`src/rtl/vred_pkg.sv`:
```
package vred_pkg;
    typedef enum logic [1:0] {
        ST_ACCUM = 2'd0,
        ST_FOLD  = 2'd1,
        ST_DONE  = 2'd2
    } vred_state_e;
endpackage

```
`src/rtl/vred_ctrl.sv`:
```
module vred_ctrl
    import vred_pkg::*;
#(
    parameter int VL = 8,
    localparam int LW = $clog2(VL)
) (
    input  logic        clk,
    input  logic        rst_n,
    input  logic        in_valid,
    input  logic        in_last,
    output logic        in_ready,
    output logic        acc_en,
    output logic        fold_en,
    output logic        clr,
    output logic        out_valid,
    output logic [LW:0] fold_len
);
    localparam logic [LW:0] FULL_LEN = (LW+1)'(VL);

    vred_state_e state_q, state_d;
    logic [LW:0] len_q;

    always_comb begin
        state_d = state_q;
        unique case (state_q)
            ST_ACCUM: if (in_valid && in_last) state_d = ST_FOLD;   // T_LAST
            ST_FOLD:  if (len_q == (LW+1)'(2)) state_d = ST_DONE;   // T_FOLDED
            ST_DONE:  state_d = ST_ACCUM;                           // T_EMIT
            default:  state_d = ST_ACCUM;
        endcase
    end

    always_ff @(posedge clk or negedge rst_n) begin
        if (!rst_n) state_q <= ST_ACCUM;
        else        state_q <= state_d;
    end

    always_ff @(posedge clk or negedge rst_n) begin
        if (!rst_n)                  len_q <= FULL_LEN;
        else if (state_q == ST_FOLD) len_q <= len_q >> 1;
        else                         len_q <= FULL_LEN;
    end

    always_comb begin
        in_ready  = 1'b0;
        acc_en    = 1'b0;
        fold_en   = 1'b0;
        clr       = 1'b0;
        out_valid = 1'b0;
        unique case (state_q)
            ST_ACCUM: begin
                in_ready = 1'b1;
                acc_en   = in_valid;
            end
            ST_FOLD:  fold_en = 1'b1;
            ST_DONE: begin
                out_valid = 1'b1;
                clr       = 1'b1;
            end
            default: ;
        endcase
    end

    assign fold_len = len_q;


    pulse_once_chk: assert property (@(posedge clk) disable iff (!rst_n)
        out_valid |=> !out_valid);


    busy_no_ready_chk: assert property (@(posedge clk) disable iff (!rst_n)
        (in_valid && in_ready && in_last) |=> !in_ready);


    fold_len_pow2_chk: assert property (@(posedge clk) disable iff (!rst_n)
        fold_en |-> ($countones(fold_len) == 1 && fold_len >= (LW+1)'(2)));


    fold_halves_chk: assert property (@(posedge clk) disable iff (!rst_n)
        fold_en |=> (out_valid || (fold_len == ($past(fold_len) >> 1))));


    done_after_pair_chk: assert property (@(posedge clk) disable iff (!rst_n)
        $rose(out_valid) |-> $past(fold_en && fold_len == (LW+1)'(2)));
endmodule

```
`src/rtl/vred_lanes.sv`:
```
module vred_lanes #(
    parameter int VL = 8,
    parameter int W  = 16,
    localparam int LW = $clog2(VL)
) (
    input  logic          clk,
    input  logic          rst_n,
    input  logic          acc_en,
    input  logic          fold_en,
    input  logic          clr,
    input  logic [VL*W-1:0] in_data,
    input  logic [LW:0]   in_len,
    input  logic [LW:0]   fold_len,
    output logic [W-1:0]  sum0
);
    logic [W-1:0]    part_q [VL];
    logic [VL*W-1:0] part_flat;
    logic [LW:0]     half;

    assign half = fold_len >> 1;

    for (genvar i = 0; i < VL; i++) begin : g_lane
        logic [LW-1:0] src_idx;
        logic [W-1:0]  in_el;
        logic          live;

        assign src_idx = LW'(i) + half[LW-1:0];
        assign in_el   = in_data[i*W +: W];
        assign live    = (LW+1)'(i) < in_len;

        always_ff @(posedge clk or negedge rst_n) begin
            if (!rst_n)
                part_q[i] <= '0;
            else if (clr)
                part_q[i] <= '0;
            else if (acc_en)
                part_q[i] <= part_q[i] + (live ? in_el : '0);
            else if (fold_en && ((LW+1)'(i) < half))
                part_q[i] <= part_q[i] + part_q[src_idx];
        end

        assign part_flat[i*W +: W] = part_q[i];
    end

    assign sum0 = part_q[0];


    clear_zero_chk: assert property (@(posedge clk) disable iff (!rst_n)
        clr |=> (part_flat == '0));


    idle_hold_chk: assert property (@(posedge clk) disable iff (!rst_n)
        !(acc_en || fold_en || clr) |=> $stable(part_flat));
endmodule

```
`src/rtl/vred_seq.sv`:
```
module vred_seq #(
    parameter int VL = 8,
    parameter int W  = 16
) (
    input  logic                  clk,
    input  logic                  rst_n,
    input  logic                  in_valid,
    output logic                  in_ready,
    input  logic [VL*W-1:0]       in_data,
    input  logic [$clog2(VL):0]   in_len,
    input  logic                  in_last,
    output logic                  out_valid,
    output logic [W-1:0]          out_sum
);
    localparam int LW = $clog2(VL);

    logic          acc_en;
    logic          fold_en;
    logic          clr;
    logic [LW:0]   fold_len;

    vred_ctrl #(.VL(VL)) u_ctrl (
        .clk       (clk),
        .rst_n     (rst_n),
        .in_valid  (in_valid),
        .in_last   (in_last),
        .in_ready  (in_ready),
        .acc_en    (acc_en),
        .fold_en   (fold_en),
        .clr       (clr),
        .out_valid (out_valid),
        .fold_len  (fold_len)
    );

    vred_lanes #(.VL(VL), .W(W)) u_lanes (
        .clk      (clk),
        .rst_n    (rst_n),
        .acc_en   (acc_en),
        .fold_en  (fold_en),
        .clr      (clr),
        .in_data  (in_data),
        .in_len   (in_len),
        .fold_len (fold_len),
        .sum0     (out_sum)
    );
endmodule

```
`config.mk`:
```
export PLATFORM = sky130hd
export DESIGN_NAME = vred_seq
export DESIGN_NICKNAME = d
export VERILOG_FILES = /design/src/rtl/vred_pkg.sv /design/src/rtl/vred_ctrl.sv /design/src/rtl/vred_lanes.sv /design/src/rtl/vred_seq.sv
export SDC_FILE = /design/constraint.sdc
export NUM_CORES = 1
export LEC_CHECK = 0
export ABC_AREA = 1
export BUFFER_PORTS_ARGS = -buffer_cell sky130_fd_sc_hd__buf_2
export CORE_MARGIN = 8
export CORE_UTILIZATION = 55
export CTS_CLUSTER_SIZE = 24
export DETAILED_ROUTE_END_ITERATION = 6
export PLACE_DENSITY = 0.76
export SYNTH_ARGS = -nofsm -noshare
export SYNTH_HDL_FRONTEND = slang
export SYNTH_SLANG_ARGS = --single-unit
```
`constraint.sdc`:
```
create_clock -name clk -period 6.8 [get_ports clk]
set_input_delay 1.36 -clock clk [delete_from_list [all_inputs] [get_ports clk]]
set_output_delay 1.36 -clock clk [all_outputs]
set_load 0.01 [all_outputs]
```
# Word-level counts from Yosys, hierarchy flattened
# Cells that the tools add are included.
# op_classes
reduce_logical	19
mux	64
bitwise_logic	8
eq_ne	5
addsub	23
magnitude_cmp	24
# ops
op	count
$mux W16	48
$bmux W16 S3	8
$add A16 B16 Y16	16
$ge A4 B4 Y1 const B	8
$not A3 Y4	8
$reduce_bool A3 Y1	8
$lt A3 B4 Y1 const A	4
$add A3 B3 Y3 const A	4
$lt A3 B3 Y1 const A	4
$logic_and A1 B1 Y1	9
$lt A1 B4 Y1 const A	2
$lt A2 B4 Y1 const A	2
$add A2 B3 Y3 const A	2
$lt A1 B3 Y1 const A	2
$lt A2 B3 Y1 const A	2
$eq A4 B2 Y1 const B	1
$mux W1	4
$mux W2	2
$mux W4	1
$ne A2 B1 Y1 const B	2
$pmux W2 S2	1
$add A1 B3 Y3 const A	1
$eq A2 B1 Y1 const B	1
$eq A2 B2 Y1 const B	1
2 further kinds	2
# word_totals
wordCells	153
regBits	134
in_bits	136

# Depth between registers and ports, before layout
# Gate-level depths: netlist of run 1.
# depth
ltp_word	9
ltp_mapped	24
ltp_nobuf	21

# Cells and area by module
# Synthesis of run 1 repeated with hierarchy kept, for this count alone.
# hier_totals
hier_cells	2686
area_unflattened_um2	16991.3
# by_module_without_submodules
mod	area_per_inst_um2	seq_area_each_um2	instances	cells_each
vred_lanes	16748.6	3203.1	1	2660
vred_ctrl	242.7	151.4	1	26

# Worst setup path before layout of run 1
# OpenSTA, ideal clock, no wires.
# synth_timing
kind	input -> register
from	input in_valid
to	register u_lanes.part_q, in the netlist u_lanes.part_flat[106]
t_arrival_ps	3676
setup_slack_ps	3007
required_time_ps	6683
stages	16
path_cell_list	nand2_2 > clkbuf_1 > clkbuf_1 > o211ai_1 > nand2_1 > ha_1 > inv_1 > fa_1 > nand3b_1 > nand2_1 > nand3_1 > nand2_1 > a21oi_1 > or2_2 > nand3_1 > nand2_1
# synth_between
elab_chain_cells	3
# synth_lines
element	line_no	text
from (decl)	vred_seq.sv:7	input logic in_valid,
$mux W1 (*)	vred_ctrl.sv:50	unique case (state_q)
$mux W16	vred_lanes.sv:36	else if (acc_en)
$mux W16	vred_lanes.sv:34	else if (clr)
to (signal, indexed assignment)	vred_lanes.sv:37	part_q[i] <= part_q[i] + (live ? in_el : '0);
to (signal, indexed assignment)	vred_lanes.sv:39	part_q[i] <= part_q[i] + part_q[src_idx];
to (decl)	vred_lanes.sv:16	logic [W-1:0] part_q [VL];
# Mark *: on every way between the ends. The rest lies on a longest branch, timed or not.
# A chain may end at the register's enable or synchronous reset.

# Worst setup path in the final report of run 1
# layout_timing
from	register u_ctrl.len_q[3], in the netlist u_ctrl.fold_len[3]
to	register u_lanes.part_q, in the netlist u_lanes.part_flat[127]
# layout_between
elab_chain_cells	9
# layout_lines
element	line_no	text
from (decl)	vred_ctrl.sv:21	logic [LW:0] len_q;
from (signal assigned)	vred_ctrl.sv:40	else if (state_q == ST_FOLD) len_q <= len_q >> 1;
$add A3 B3 Y3	vred_lanes.sv:27	assign src_idx = LW'(i) + half[LW-1:0];
$not A3 Y4 (implied by the code)	vred_lanes.sv:39	
$bmux W16 S3	vred_lanes.sv:39	
$mux W16 (implied by the code) (2 in series)	vred_lanes.sv:39	
$add A16 B16 Y16	vred_lanes.sv:39	
$mux W16	vred_lanes.sv:38	else if (fold_en && ((LW+1)'(i) < half))
$mux W16	vred_lanes.sv:36	
$mux W16	vred_lanes.sv:34	
# Parallel ways exist; a longest one is shown, timed or not. The select of a mux whose other input is x is not followed.

==> flow_metrics.py, run 1 <==
metrics = {
    "cts": {
        "h-tree-depth": 4,
        "cts_root_buf": "clkbuf_16",
        "clk_latency_ps": 470,
        "cts_resized": 0,
        "tritoncts": "yes",
        "cts.reportedPaths.clkPinSlew_ps": 70,
        "cts_setup_buffers": 0,
        "numCtsBuffers": 17,
        "clock-sinks": 134,
        "clockBufferDepth": 2,
        "cts.hold.buffers_added": 0,
    },
    "logic_synthesis": {
        "synth_cell_types": 46,
        "syn_area_um2": 17100,
        "seq_area_frac_synth": 0.196,
        "synth_seq_cells": 134,
        "synth_top_area_share": 0.217,
        "synthSimpleGateAreaFrac": 0.344,
        "synthMuxAreaShare": 0.00234,
        "synth-edff-count": 0,
        "ys.warnings.count": 0,
        "synth_top_family_by_area": "simple AND/OR/NAND/NOR gates",
        "synth_cells": 2879,
        "syn_avg_cell_area_um2": 5.93,
        "synth-xor-area-share": 0.0113,
        "syn_nets": 3158,
        "synth_top_area_cell": "nand2_1",
        "synth-async-reset-ratio": 1.00,
        "synth-adder-area-share": 0.108,
        "synth_compound_area_frac": 0.247,
        "synthTopCellsByArea": "nand2_1, dfrtp_1, o21ai_0",
        "synth-main-ff-cell": "dfrtp_1",
    },
    "critical_path": {
        "r2r_slack_ps": 1800,
        "path_cells": "inv_2, nand2_1, nand2_1, buf_4, o21ai_0, o21ai_0, ha_1, nand2_1, nand2_1, a21oi_1, nand2_1, a21oi_1, nand3_1, nand3_1, nand2_1",
        "crit_start": "u_ctrl.fold_len[3]",
        "worstPathArrival_ps": 5350,
        "worst_r2r_startpoint": "u_ctrl.fold_len[3]",
        "crit_family": "simple AND/OR/NAND/NOR gates",
        "cp_data_required_time_ps": 7150,
        "worstSetupPathType": "reg2reg",
        "path_depth": 15,
        "end_kind": "flop",
        "r2r_end": "u_lanes.part_flat[127]",
        "path_max_fanout": 39,
        "cp-endpoint": "u_lanes.part_flat[127]",
        "path_buf_inv": 2,
        "startpoint_type": "flop",
        "cp_slowest_cell": "dfstp_2",
        "slowest_delay_ps": 1030,
        "path_common_cell": "nand2_1",
        "ff2ff_path_depth": 15,
    },
    "hold_path": {
        "whs_path_depth": 2,
        "hold_path_class": "reg2reg",
    },
    "placed_design": {
        "gp_congestion": 1.08,
        "io_buffers": 153,
        "dpl.hpwl_mm": 60.4,
        "place_area_um2": 17800,
    },
    "detailed_routing": {
        "vias": 20900,
        "drtIter0Drc": 2969,
        "drc": 5,
        "ant_nets": 0,
        "dr.pass1.iters": 7,
        "wl_per_cell_um": 22.6,
        "wl_mm": 75.3,
        "via_per_inst": 6.27,
    },
    "floorplan": {
        "ioPinCount": 154,
        "die_area_um2": 37000,
        "die_width_um": 192,
        "start_util": 0.558,
        "row_count": 64,
        "coreArea_um2": 30600,
        "die_y_um": 192,
    },
    "sta": {
        "finClkSkew_ps": 14.6,
        "min_period_ps": 5000,
        "worst_slew_pin_slew_ps": 1160,
        "fin_tns_setup_ps": 0,
        "final-setup-viol-count": 0,
        "drv_slew": 0,
        "timing.fmax_mhz": 200,
        "slew_headroom": 0.225,
        "rsz0062_at_grt": "false",
        "fin_crit_sh": 0.736,
        "hold_violations": 0,
    },
    "layout": {
        "nets": 3207,
        "stdcell_area_um2": 18500,
        "antennaDiodeCount": 0,
        "drive_gt1_frac": 0.0853,
        "areaGrowthSynthToFinish_pct": 8.21,
    },
    "grt": {
        "grt_usage": 0.402,
        "first_global_vias": 19300,
        "antenna_found_initial": 3,
        "grt_pass1_wl_mm": 113,
        "grt.overflow.total": 0,
        "grt_max_degree": 120,
    },
    "status": {
        "violations": "design-rule violations",
        "outcome": "finished, violations left",
    },
    "run": {
        "maxCapViolCount": 0,
    },
}
-- worst reg2reg max path, delay by kind of cell (launching register included) --
family	cells	cell delay (ps)
flops	1	1030
compound gates	4	1230
buf+inv	2	950
fa+ha+maj	1	380
simple gates	8	1290
-- through the flow --
step | setup slack [ps] | hold slack [ps] | util | std cells
detailed placement | 2000 | 524 | 0.583 | 3305
floorplan | 3010 | 473 | - | 2879
finish | 1800 | 530 | 0.604 | 3337
CTS | 2040 | 534 | 0.604 | 3337
global route | 1480 | 558 | 0.604 | 3337
global placement | 2030 | 510 | 0.583 | 3305
-- flip-flops by register name, indices dropped and copies added (netlist names) --
register / flops
u_ctrl.fold_len: 4
u_lanes.part_flat: 112
u_lanes.sum0: 16
u_ctrl.state_q: 2
-- worst min-delay path by stage --
stage                                 from                      to  slack [ps]
detailed placement   u_lanes.part_flat[91]   u_lanes.part_flat[91]         520
CTS                  u_lanes.part_flat[91]   u_lanes.part_flat[91]         530
floorplan               u_ctrl.fold_len[0]       u_ctrl.state_q[1]         470
finish               u_lanes.part_flat[91]   u_lanes.part_flat[91]         530
global route         u_lanes.part_flat[91]   u_lanes.part_flat[91]         560
global placement    u_lanes.part_flat[126]  u_lanes.part_flat[126]         510
-- cell type report --
cell class	count	area, um2
well taps	396	495
repair buffers	168	885
clock buffers	18	439
fillers	3040	12100
inverters	239	900
multi-input cells	2368	12200
clock inverters	14	220
flip-flops and latches	134	3360
-- metal layers --
| layer | wire, um | track usage |
|---|---|---|
| met5 | 26 | 0 |
| met4 | 4390 | 0.211 |
| met3 | 9410 | 0.107 |
| met2 | 32100 | 0.606 |
| met1 | 29300 | 0.521 |
-- cell usage after synthesis, types with 5 or more instances --
cell,n
o22ai_1,37
nor2_1,149
dfrtp_1,133
xor2_1,5
ha_1,135
inv_1,219
inv_2,20
clkbuf_1,57
buf_1,16
nor2_4,5
buf_2,44
nor3_1,11
nand3_1,244
nand2_1,987
o21ai_0,411
a21oi_1,150
or2_2,8
o21a_1,24
o21bai_1,11
a32o_1,6
nand3b_1,12
a21o_1,29
o21ai_1,32
fa_1,8
o211ai_1,46
buf_4,19
nand2_2,6
xnor2_1,17
-- logic make-up after synthesis --
| family | after synthesis |
|---|---|
| AO/OA/AOI/OAI | 763 |
| AND/OR/NAND/NOR | 1436 |
| multiplexers | 4 |
| buffers and inverters | 377 |
| XOR/XNOR | 22 |
| adder cells (fa/ha/maj) | 143 |
| flip-flops | 134 |
-- cells in the final DEF, fill, tap and decap left out, drive strengths merged, types with 4 or more instances in the layout --
cell type / synthesis / routed
a21o: 29 / 29
a21oi: 152 / 152
a31oi: 4 / 4
a32o: 6 / 6
buf: 81 / 168
bufinv: 0 / 5
clkbuf: 57 / 18
clkinv: 0 / 4
dfrtp: 133 / 133
fa: 8 / 8
ha: 135 / 135
inv: 239 / 243
mux2i: 4 / 4
nand2: 993 / 993
nand3: 244 / 244
nand3b: 12 / 12
nor2: 157 / 157
nor3: 13 / 13
o211ai: 46 / 46
o21a: 24 / 24
o21ai: 443 / 443
o21bai: 11 / 11
o22ai: 37 / 37
or2: 9 / 9
xnor2: 17 / 17
xor2: 5 / 5
Power of run 1 is left out: the tool's default activity adds up to more than one toggle a clock period on the data nets, which glitch-free logic cannot reach.
==> inputs of run 2 (changes only) <==
ABC_AREA = 0   (was 1)
PLACE_DENSITY = 0.79   (was 0.76)
clock period = 4.1 ns   (was 6.8 ns; I/O delays follow)
==> run 2 against run 1 <==
The run now ends clean. Routed wire length fell by 17%. Critical path depth rose by 1. Worst hold slack worse by 140 ps. Largest cell class unchanged.
==> flow_metrics.py, run 2 <==
metrics = {
    "status": {
        "outcome": "completed",
    },
    "critical_path": {
        "path_max_fanout": 15,
        "cp_data_required_time_ps": 4440,
        "end_kind": "flop",
        "path_buf_inv": 5,
        "r2r_end": "u_lanes.part_flat[91]",
        "path_cells": "inv_1, ha_4, buf_12, mux4_2, mux2i_4, o21ai_0, ha_1, o21ai_1, o21a_1, o31ai_4, o41ai_2, buf_4, buf_4, buf_4, xnor2_1, a22o_1",
        "worstPathArrival_ps": 4350,
        "path_common_cell": "buf_4",
        "startpoint_type": "flop",
        "crit_family": "compound AO/OA/AOI/OAI gates",
        "worst_r2r_startpoint": "u_ctrl.fold_len[1]",
        "ff2ff_path_depth": 16,
        "cp_slowest_cell": "mux4_2",
        "worstSetupPathType": "reg2reg",
        "slowest_delay_ps": 570,
        "r2r_slack_ps": 80,
    },
    "grt": {
        "grt_usage": 0.339,
        "grt_max_degree": 71,
        "antenna_found_initial": 0,
        "first_global_vias": 15900,
        "grt.overflow.total": 0,
        "grt_pass1_wl_mm": 92.1,
    },
    "logic_synthesis": {
        "synth.most_common_cell": "nand2_1",
        "synth-async-reset-ratio": 1.00,
        "syn_nets": 2047,
        "syn_area_um2": 16200,
        "syn_avg_cell_area_um2": 9.16,
        "synth_cell_types": 71,
        "synthTopCellsByCount": "nand2_1, o21ai_0, a21oi_1, ha_1, dfrtp_1",
        "seq_area_frac_synth": 0.207,
        "synth_seq_cells": 134,
        "synth_cells": 1768,
        "ys.warnings.count": 0,
        "synth_top_area_cell": "dfrtp_1",
        "synth-edff-count": 0,
        "synth_top_area_share": 0.205,
        "synth-main-ff-cell": "dfrtp_1",
        "synthTopCellsByArea": "dfrtp_1, mux4_2, ha_1",
    },
    "cts": {
        "clock-sinks": 134,
        "tritoncts": "yes",
        "cts_root_buf": "clkbuf_16",
        "clk_latency_ps": 450,
        "cts.reportedPaths.clkPinSlew_ps": 70,
        "numCtsBuffers": 17,
        "cts.hold.buffers_added": 0,
        "h-tree-depth": 4,
        "clockBufferDepth": 2,
    },
    "floorplan": {
        "die_y_um": 188,
        "start_util": 0.553,
        "die_width_um": 188,
        "row_count": 63,
        "coreArea_um2": 29300,
        "die_area_um2": 35200,
        "ioPinCount": 154,
    },
    "sta": {
        "hold_violations": 0,
        "rsz0062_at_grt": "true",
        "whs_ps": 390,
        "timing.fmax_mhz": 249,
        "fin_crit_sh": 0.980,
        "drv_slew": 0,
        "finClkSkew_ps": 15.4,
        "slew_headroom": 0.220,
        "worst_slew_pin_slew_ps": 1170,
        "min_period_ps": 4020,
        "fin_tns_setup_ps": 0,
        "final-setup-viol-count": 0,
    },
    "detailed_routing": {
        "ant_nets": 0,
        "wl_per_cell_um": 25.6,
        "vias": 16700,
        "wl_mm": 62.2,
        "drtIter0Drc": 2175,
        "via_per_inst": 6.88,
        "drc": 0,
        "dr.pass1.iters": 7,
    },
    "layout": {
        "largest_register_ffs": 112,
        "stdcell_area_um2": 19500,
        "register_area_um2": 3360,
        "final_cell_count_no_fill": 2431,
        "multi_input_area_um2": 12500,
        "antennaDiodeCount": 0,
        "layout_commonest_cell": "nand2_1",
        "drive_gt1_frac": 0.281,
        "nets": 2307,
        "areaGrowthSynthToFinish_pct": 20.6,
        "layout_common_cells": "nand2_1, o21ai_0, buf_4",
        "fill_cells": 2344,
    },
    "placed_design": {
        "io_buffers": 153,
        "place_area_um2": 18500,
        "gp_congestion": 1.03,
        "numPlacedInstances": 2382,
        "dpl.hpwl_mm": 47.9,
    },
    "hold_path": {
        "hold_path_class": "in2async",
    },
    "run": {
        "maxCapViolCount": 0,
    },
}
==> run 2: cell count changes after synthesis, moves of 39 or more <==
cell      previous run  this run
o211ai_1            46         7
mux4_2               0       127
a22o_1               2        47
nor2_1             149        77
inv_1              219        32
mux2i_1              4       131
o21ai_0            411       200
xnor2_1             17        58
nand2_1            987       219
nand3_1            244        32
==> run 2: metal layers <==
metal | vias up | GRT usage | routed length (um)
li1 | 7216 | - | -
met3 | 274 | 0.112 | 8260
met4 | 2 | 0.202 | 4410
met1 | 8018 | 0.413 | 22200
met2 | 1210 | 0.515 | 27300
met5 | - | 0.0171 | 85
==> run 2: how the worst max path moves through the flow <==
stage / endpoint / start / cells past startpoint
after detailed placement: u_lanes.part_flat[111] / in_valid / 16
final: u_lanes.part_flat[91] / u_ctrl.fold_len[1] / 16
after global placement: u_lanes.part_flat[111] / in_valid / 16
after floorplan: u_lanes.part_flat[126] / u_ctrl.fold_len[2] / 20
after CTS: u_lanes.part_flat[111] / u_ctrl.fold_len[1] / 16
after global routing: u_lanes.part_flat[91] / u_ctrl.fold_len[1] / 16
==> run 2: cells by family after synthesis <==
kind of cell	count (synthesis)	synth area share
AOI/OAI and AO/OA	541	0.203
and+or+nand+nor	450	0.125
muxes	259	0.259
buffers and inverters	145	0.0395
adders and majority gates	143	0.114
DFF	134	0.207
xor gates and xnor gates	96	0.0519
==> run 2: layout make-up <==
| class | count | share of cell area |
|---|---|---|
| multi-input cells | 1489 | 0.637 |
| flip-flops and latches | 134 | 0.172 |
| repair buffers | 353 | 0.126 |
| well taps | 390 | 0.0250 |
| clock buffers | 18 | 0.0220 |
| clock inverters | 14 | 0.0114 |
| inverters | 33 | 0.00634 |
==> run 2: metrics by stage <==
stage / util / worst slack [ps]
after floorplan: - / -82.2
after global routing: 0.666 / -64.2
after CTS: 0.656 / 16.3
after global placement: 0.632 / -215
final: 0.666 / 81.0
after detailed placement: 0.632 / -337
==> run 2: what timing repair did <==
| action | 4_1_cts | 5_1_grt |
|---|---|---|
| gates cloned | 0 | 2 |
| endpoints found under the setup margin | 4 | 29 |
| setup buffers | 2 | 13 |
| resized for setup | 3 | 44 |
| pin swaps | 1 | 11 |
Power of run 2 is left out for the same reason.
